**src/rtl/spi_master_regs.sv**
```systemverilog
`timescale 1ns/1ps
module spi_master_regs #(
  parameter int FIFO_DEPTH = 128
)(
  input  logic        clk,
  input  logic        rst_n,
  input  logic        reg_sel,
  input  logic        reg_wr,
  input  logic [5:0]  reg_addr,
  input  logic [31:0] reg_wdata,
  output logic [31:0] reg_rdata,
  output logic        sclk,
  output logic        mosi,
  input  logic        miso,
  output logic [3:0]  cs_n,
  output logic        irq
);
  localparam int AW = $clog2(FIFO_DEPTH);
  localparam int CW = AW + 1;
  localparam int HW = 8;
  localparam logic [CW-1:0] FULL = CW'(FIFO_DEPTH);
  localparam logic [15:0] CTRL_RST = 16'h3C00;
  localparam logic [15:0] CTRL_WMASK = 16'hFC3F;
  localparam logic [5:0] A_CTRL = 6'h00, A_STS = 6'h04, A_IEN = 6'h08, A_IDIS = 6'h0C,
                         A_MASK = 6'h10, A_EN = 6'h14, A_DLY = 6'h18, A_TX = 6'h1C, A_RX = 6'h20;

  logic [15:0] ctrl_q;
  logic        en_q, go_q;
  logic [6:0]  imr_q;
  logic [31:0] dly_q;
  logic        ovf_tx_q, ovf_rx_q, done_q;
  logic [7:0]  tx_mem [FIFO_DEPTH];
  logic [7:0]  rx_mem [FIFO_DEPTH];
  logic [AW-1:0] tx_wp, tx_rp, rx_wp, rx_rp;
  logic [CW-1:0] tx_cnt, rx_cnt;
  logic        busy, sclk_q;
  logic [HW-1:0] hcnt;
  logic [3:0]  edge_cnt;
  logic [7:0]  tx_sh, rx_sh;

  logic wr_en, rd_en, tx_full, tx_empty, rx_full, rx_empty;
  logic tx_push, rx_push, rx_pop, start, tick, last, shift_e, samp_e, byte_done, run;
  logic cpol, cpha, man_cs, man_st;
  logic [HW-1:0] half;
  logic [7:0] rx_nx, rx_byte;
  logic [6:0] sts;

  assign wr_en = reg_sel & reg_wr;
  assign rd_en = reg_sel & ~reg_wr;
  assign cpol = ctrl_q[1];
  assign cpha = ctrl_q[2];
  assign man_cs = ctrl_q[14];
  assign man_st = ctrl_q[15];
  assign run = en_q & ctrl_q[0];
  assign half = HW'(1) << ctrl_q[5:3];

  assign tx_full  = tx_cnt == FULL;
  assign tx_empty = tx_cnt == '0;
  assign rx_full  = rx_cnt == FULL;
  assign rx_empty = rx_cnt == '0;

  assign tx_push = wr_en && reg_addr == A_TX && !tx_full;
  assign start   = run && !busy && !tx_empty && (!man_st || go_q);
  assign tick    = busy && run && hcnt == half - 1'b1;
  assign last    = edge_cnt == 4'd15;
  assign shift_e = cpha ? (!edge_cnt[0] && edge_cnt != 4'd0) : (edge_cnt[0] && !last);
  assign samp_e  = edge_cnt[0] == cpha;
  assign rx_nx   = {rx_sh[6:0], miso};
  assign byte_done = tick && last;
  assign rx_byte = samp_e ? rx_nx : rx_sh;
  assign rx_push = byte_done && !rx_full;
  assign rx_pop  = rd_en && reg_addr == A_RX && !rx_empty;

  assign sclk = busy ? sclk_q : cpol;
  assign mosi = tx_sh[7];
  assign cs_n = (man_cs || busy) ? ctrl_q[13:10] : 4'hF;

  assign sts = {ovf_tx_q, rx_full, !rx_empty, tx_full, !tx_full, done_q, ovf_rx_q};
  assign irq = |(sts & imr_q);

  always_ff @(posedge clk or negedge rst_n) begin
    if (!rst_n) begin
      ctrl_q <= CTRL_RST;
      en_q <= 1'b0;
      go_q <= 1'b0;
      imr_q <= '0;
      dly_q <= '0;
    end else if (wr_en) begin
      case (reg_addr)
        A_CTRL: begin
          ctrl_q <= reg_wdata[15:0] & CTRL_WMASK;
          if (reg_wdata[16]) go_q <= 1'b1;
        end
        A_IEN:  imr_q <= imr_q | reg_wdata[6:0];
        A_IDIS: imr_q <= imr_q & ~reg_wdata[6:0];
        A_EN:   en_q <= reg_wdata[0];
        A_DLY:  dly_q <= reg_wdata;
        default: ;
      endcase
    end else if (!busy && tx_empty) begin
      go_q <= 1'b0;
    end
  end

  always_ff @(posedge clk or negedge rst_n) begin
    if (!rst_n) begin
      ovf_tx_q <= 1'b0;
      ovf_rx_q <= 1'b0;
      done_q <= 1'b0;
    end else begin
      if (wr_en && reg_addr == A_STS) begin
        if (reg_wdata[6]) ovf_tx_q <= 1'b0;
        if (reg_wdata[1]) done_q <= 1'b0;
        if (reg_wdata[0]) ovf_rx_q <= 1'b0;
      end
      if (wr_en && reg_addr == A_TX && tx_full) ovf_tx_q <= 1'b1;
      if (byte_done) done_q <= 1'b1;
      if (byte_done && rx_full) ovf_rx_q <= 1'b1;
    end
  end

  always_ff @(posedge clk or negedge rst_n) begin
    if (!rst_n) begin
      tx_wp <= '0; tx_rp <= '0; tx_cnt <= '0;
      rx_wp <= '0; rx_rp <= '0; rx_cnt <= '0;
    end else begin
      if (tx_push) tx_wp <= tx_wp + 1'b1;
      if (start)   tx_rp <= tx_rp + 1'b1;
      tx_cnt <= tx_cnt + CW'(tx_push) - CW'(start);
      if (rx_push) rx_wp <= rx_wp + 1'b1;
      if (rx_pop)  rx_rp <= rx_rp + 1'b1;
      rx_cnt <= rx_cnt + CW'(rx_push) - CW'(rx_pop);
    end
  end

  always_ff @(posedge clk) begin
    if (tx_push) tx_mem[tx_wp] <= reg_wdata[7:0];
    if (rx_push) rx_mem[rx_wp] <= rx_byte;
  end

  always_ff @(posedge clk or negedge rst_n) begin
    if (!rst_n) begin
      busy <= 1'b0;
      sclk_q <= 1'b0;
      hcnt <= '0;
      edge_cnt <= '0;
      tx_sh <= '0;
      rx_sh <= '0;
    end else if (start) begin
      busy <= 1'b1;
      sclk_q <= cpol;
      hcnt <= '0;
      edge_cnt <= '0;
      tx_sh <= tx_mem[tx_rp];
    end else if (tick) begin
      hcnt <= '0;
      sclk_q <= ~sclk_q;
      edge_cnt <= edge_cnt + 1'b1;
      if (shift_e) tx_sh <= {tx_sh[6:0], 1'b0};
      if (samp_e) rx_sh <= rx_nx;
      if (last) busy <= 1'b0;
    end else if (busy && run) begin
      hcnt <= hcnt + 1'b1;
    end
  end

  always_comb begin
    case (reg_addr)
      A_CTRL: reg_rdata = {16'h0, ctrl_q};
      A_STS:  reg_rdata = {25'h0, sts};
      A_MASK: reg_rdata = {25'h0, imr_q};
      A_EN:   reg_rdata = {31'h0, en_q};
      A_DLY:  reg_rdata = dly_q;
      A_RX:   reg_rdata = rx_empty ? 32'h0 : {24'h0, rx_mem[rx_rp]};
      default: reg_rdata = 32'h0;
    endcase
  end
endmodule

```
**config.mk**
```make
export PLATFORM = sky130hd
export DESIGN_NAME = spi_master_regs
export DESIGN_NICKNAME = d
export VERILOG_FILES = /design/src/rtl/spi_master_regs.sv
export SDC_FILE = /design/constraint.sdc
export NUM_CORES = 2
export LEC_CHECK = 0
export BUFFER_PORTS_ARGS = -buffer_cell sky130_fd_sc_hd__buf_2
export CAP_MARGIN = 5
export CORE_MARGIN = 2
export CORE_UTILIZATION = 35
export CTS_BUF_LIST = sky130_fd_sc_hd__clkbuf_8
export DETAILED_ROUTE_END_ITERATION = 8
export GPL_ROUTABILITY_DRIVEN = 0
export GPL_TIMING_DRIVEN = 0
export HOLD_SLACK_MARGIN = 0.03
export REMOVE_ABC_BUFFERS = 1
export SLEW_MARGIN = 40
export SYNTH_ARGS = -nofsm -noshare
export SYNTH_HDL_FRONTEND = slang
export SYNTH_SLANG_ARGS = --single-unit
```
**constraint.sdc**
```tcl
create_clock -name clk -period 5.3 [get_ports clk]
set_clock_uncertainty 0.1 [all_clocks]
set_input_delay 0 -clock clk [delete_from_list [all_inputs] [get_ports clk]]
set_output_delay 0 -clock clk [all_outputs]
set_load 0.02 [all_outputs]
```
---- Word-level counts from Yosys, hierarchy flattened ----
Memory sizes are Yosys's and may differ from the RTL's.
Index checks and enable logic that the tools add are counted.
word-level totals
  register bits ........................... 130
  bits in writable memories ............... 2048
  output and inout port bits .............. 39
  logic and storage cells ................. 151
  memories ................................ 2
operators by class
  $add $sub $neg .......................... 11
  equal/unequal tests ..................... 15
  shifts and indexed selects .............. 1
  mux-type cells .......................... 37
  bitwise operators ....................... 10
  reduce and logical (&&, ||, !) cells .... 55
memories
  name    words  bits a word  read ports  clocked after memory_dff  write ports  RTL line  source
  rx_mem  128    8            1           0                         1            33        logic [7:0] rx_mem [FIFO_DEPTH];
  tx_mem  128    8            1           0                         1            32        logic [7:0] tx_mem [FIFO_DEPTH];
operators by type and width
  cell                                              number
  case mux 32 bit (6 select lines)                  1
  2-to-1 mux 8 bit                                  8
  adder 7 x 1 -> 7 bit, second input constant       4
  == test 6 x 5 -> 1 bit, second input constant     4
  2-to-1 mux 1 bit                                  24
  nonzero test 2 bit                                11
  AND reduction 2 bit                               10
  logical AND 1 bit                                 17
  adder 8 x 1 -> 8 bit                              2
  == test 8 bit, second input constant              2
  zero test 8 bit                                   2
  subtractor 8 x 1 -> 8 bit                         2
  bitwise AND 7 bit                                 2
  case mux 7 bit (2 select lines)                   1
  == test 6 x 4 -> 1 bit, second input constant     2
  2-to-1 mux 4 bit                                  3
  adder 8 x 1 -> 8 bit, second input constant       1
  == test 8 bit                                     1
  zero test 1 bit                                   8
  left shift 1 x 3 -> 8 bit, first input constant   1
  subtractor 8 x 1 -> 8 bit, second input constant  1
  inverter 7 bit                                    1
  OR 7 bit                                          1
  OR reduction 7 bit                                1
  other kinds (14)                                  19

---- Logic depth before layout (Yosys ltp) ----
  word-level depth ........................ 8
  depth in mapped cells ................... 22
  depth with buffers taken out ............ 19

---- Worst setup path after synthesis ----
OpenSTA, ideal clock, no wires.
  path type ............................... reg-to-reg
  from .................................... reg ctrl_q[5]
  to ...................................... reg rx_cnt[6]
  arrival time ............................ 4.111 ns
  slack ................................... 1.009 ns
  stages on the path, launching flop included .. 22
  path buffers ............................ 3
  clock period less this slack ............ 4.291 ns
  path through ............................ dfrtp_1 -> buf_6 -> or3_4 -> ha_1 -> buf_2 -> xnor2_1 -> or3_1 -> a21oi_1 -> o21ai_2 -> nor4_4 -> buf_6 -> inv_1 -> ha_1 -> inv_1 -> ha_1 -> fa_1 -> a21oi_1 -> nor2_1 -> o21ai_0 -> a21oi_1 -> nor2_1 -> xnor2_1
on the way
  cells in the longest elaborated chain, start to end .. 8
RTL lines
  what                       RTL line  source
  from (decl)                27        logic [15:0] ctrl_q;
  from (signal assigned)     91        ctrl_q <= reg_wdata[15:0] & CTRL_WMASK;
  left shift 1 x 3 -> 8 bit  55        assign half = HW'(1) << ctrl_q[5:3];
  subtractor 8 x 1 -> 8 bit  64        assign tick = busy && run && hcnt == half - 1'b1;
  == test 8 bit              64
  logical AND 1 bit          64
  logical AND 1 bit          69        assign byte_done = tick && last;
  logical AND 1 bit          71        assign rx_push = byte_done && !rx_full;
  adder 8 x 1 -> 8 bit       132       rx_cnt <= rx_cnt + CW'(rx_push) - CW'(rx_pop);
  subtractor 8 x 1 -> 8 bit  132
  to (signal assigned)       132
  to (decl)                  35        logic [CW-1:0] tx_cnt, rx_cnt;
No other way between the ends.
A chain may end at the register's enable or synchronous reset.

---- Final worst setup path ----
  from .................................... reg rx_rp[2]
  to ...................................... out reg_rdata[1]
on the way
  cells in the longest elaborated chain, start to end .. 3
RTL lines
  what                              RTL line  source
  from (decl)                       34        logic [AW-1:0] tx_wp, tx_rp, rx_wp, rx_rp;
  from (signal assigned)            131       if (rx_pop) rx_rp <= rx_rp + 1'b1;
  memory read (128 x 8 bit)         n/a
  2-to-1 mux 8 bit                  174       A_RX: reg_rdata = rx_empty ? 32'h0 : {24'h0, rx_mem[rx_rp]};
  case mux 32 bit (6 select lines)  168       case (reg_addr)
  to (decl)                         11        output logic [31:0] reg_rdata,
No other way between the ends.

==> results_dict.tcl <==
set metrics [dict create \
    path_max_fanout 29 \
    fill_cells 21700 \
    cts_max_level 5 \
    hold_viol 0 \
    period_minus_slack_ns 5.09 \
    totalWireLength_mm 211 \
    start_util_pct 35.2 \
    use_met2_pct 27.0 \
    row_count 182 \
    wl_per_cell_microns 25.7 \
    final_common_cell "edfxtp_1" \
    final_cell_mix "2048 x edfxtp_1, 462 x mux4_2, 350 x clkbuf_8, 232 x mux2i_1, 201 x nor2_1" \
    register_area_sq_um 64800 \
    whs_ns 0.150 \
    synth.distinct_cells 79 \
    post-place-ws_ns 0.291 \
    gr-usage-met1_pct 22.6 \
    path_class "reg -> out" \
    final_cells 8231 \
    fin_nets 4840 \
    crit_path_end_kind "output port" \
    async_flop_share_pct 5.97 \
    syn_area_sq_um 86300 \
    grt_max_degree 94 \
    vias 43700 \
    rsz0062_at_grt "false" \
    areaGrowthSynthToFinish_pct 15.0 \
    drc_errors 0 \
    fp.coreArea_sq_um 245000 \
    portBuffers 81 \
    fin_ws_ns 0.213 \
    crit_required_ns 5.20 \
    slowest_delay_ns 0.85 \
    path_clk_slew_ns 0.06 \
    synth_edf_count 2048 \
    status "completed" \
    yosys_warnings 0 \
    grt-ovfl-total 0 \
    cp_cell_sequence "buf_12 > nand3b_1 > buf_6 > buf_4 > o221ai_1 > a221oi_1 > o311ai_1 > nand4_1 > nand3_1 > buf_2" \
    clockBufferDepth 4 \
    leakage_nw 31.8 \
    fin_crit_sh_pct 96.0 \
    ys_ff_latch 2178 \
    grt_pass1_vias 45000 \
    synthFlopType "edfxtp_1" \
    multi_input_area_sq_um 20800 \
    cts_tree "built" \
    avgSynthCellArea_sq_um 19.8 \
    postLayoutCoreUtil_pct 40.4 \
    clk_latency_ns 1.04 \
    dp_cells 7516 \
    busiest_layer "met2" \
    slew_violations 0 \
    grt_pass1_wl_mm 310 \
    p_per_area_nw_per_um2 385 \
    cts_root_buf "clkbuf_8" \
    synth.yosys.seq_area_share_pct 75.0 \
    die_width_microns 501 \
    max_freq_mhz 197 \
    crit_start "rx_rp[2]$_DFFE_PN0P_" \
    viasPerCell 5.31 \
    cts.sinks 2178 \
    setup_violations 0 \
    firstDrtPassIters 6 \
    min_from "reg_addr[3]" \
    numCtsBuffers 342 \
    cap_violations 0 \
    detail-route-antenna-nets 0 \
    die_height_microns 501 \
    rr_startpoint "ctrl_q[5]$_DFFE_PN0P_" \
    ios 82 \
    dieArea_sq_um 251000 \
    hp-class "in -> reg" \
    worst_pin_slew_ns 0.900 \
    drt_iter0_markers 4119 \
    use_met3_pct 3.08 \
    timing.slew.headroom_pct 39.5 \
    ir_drop_mv 0.240 \
    crit_slowest_cell "dfrtp_4" \
    cp-start-kind "flop" \
    hpwlAfterDp_mm 125 \
    layout-drive-gt1-share_pct 26.3 \
    arrival_ns 4.99 \
    track_usage_pct 16.6 \
    antenna_found_initial 4 \
    synth_cells 4352 \
]
-- what timing repair did --
action | CTS | global route
hold endpoints to repair | 1284 | 23
setup buffers | 4 | 0
resized for setup | 3 | 0
endpoints found under the setup margin | 4 | 0
hold buffers | 118 | 1
-- cells in the mapped netlist (24+ instances only) --
library cell / count / area share (%)
o22ai_1: 62 / 0.45
a211oi_1: 30 / 0.26
dfrtp_1: 126 / 3.7
nand3_1: 40 / 0.23
xnor2_1: 31 / 0.31
nor3_1: 35 / 0.20
a21oi_1: 79 / 0.46
o221ai_1: 24 / 0.24
a221oi_1: 30 / 0.30
nand2_1: 131 / 0.57
nor2_1: 331 / 1.4
mux4_2: 462 / 12
buf_6: 26 / 0.34
buf_4: 34 / 0.30
inv_1: 40 / 0.17
edfxtp_1: 2048 / 71
mux2_2: 78 / 1.0
ha_1: 32 / 0.46
o21ai_0: 58 / 0.34
and2_1: 25 / 0.18
clkbuf_1: 93 / 0.40
mux2i_1: 232 / 2.7
buf_2: 58 / 0.34
-- path summary, 6_finish.rpt --
path,endpoint,slack [ns],cells past startpoint
setup / recovery,reg_rdata[1],0.21,10
setup reg to reg,rx_mem[26][6]$_DFFE_PP_,0.26,11
max in group asynchronous,rx_wp[3]$_DFFE_PN0P_,3.86,6
hold reg to reg,tx_wp[2]$_DFFE_PN0P_,0.39,1
min in group asynchronous,tx_sh[5]$_DFFE_PN0P_,0.18,4
hold / removal,flop,0.15,4
-- flip-flops by register name, indices dropped and copies added, names as in the netlist, 8 cells and up, named ones only --
name and flops:
tx_cnt 8, rx_cnt 8, rx_sh 8, rx_mem 1024, dly_q 32, tx_mem 1024
hcnt 8, tx_sh 8, ctrl_q 12
-- layout make-up --
| cell class | instances | share of cell area [%] |
|---|---|---|
| clock inverter | 234 | 1.02 |
| sequential | 2178 | 65.3 |
| tap | 3220 | 4.06 |
| timing repair buffer | 301 | 3.71 |
| multi-input combinational | 1898 | 20.9 |
| antenna | 8 | 0.0202 |
| inverter | 42 | 0.169 |
| clock buffer | 350 | 4.85 |
-- metrics by stage --
step                setup TNS (ns)  power (W)  cell area [sq um]
CTS                              0     0.0385              99100
floorplan                  -212.71     0.0242              85000
detailed placement               0     0.0258              91900
global route                     0     0.0396              99300
finish                           0     0.0382              99300
global placement           -855.09     0.0253              89400
-- worst max-delay path, delay by kind of cell, from the launching register on --
family                 cells  cell delay, ns
buffers and inverters      4            0.97
DFF                        1            0.85
AOI/OAI and AO/OA          3            1.01
and+or+nand+nor            3            1.07
-- routing by layer --
metal,wire (microns),up-vias
li1,-,18600
met1,89200,23100
met2,103000,1615
met3,13500,391
met4,5900,0
met5,0,-
-- where the power goes --
group          switching [W]  internal (W)  total [W]  leakage, nW
combinational        0.00313       0.00296    0.00609         7.97
sequential          0.000233        0.0191     0.0194         20.4
clock                0.00647       0.00624     0.0127         3.45
-- kinds of logic after synthesis --
group | synth area share [%]
adders and majority gates | 0.510
muxes | 15.8
xor gates and xnor gates | 0.528
and+or+nand+nor | 3.41
DFF | 75.0
AOI/OAI and AO/OA | 3.05
buffers and inverters | 1.70
Note: power is estimated with default switching activity, not from simulation.
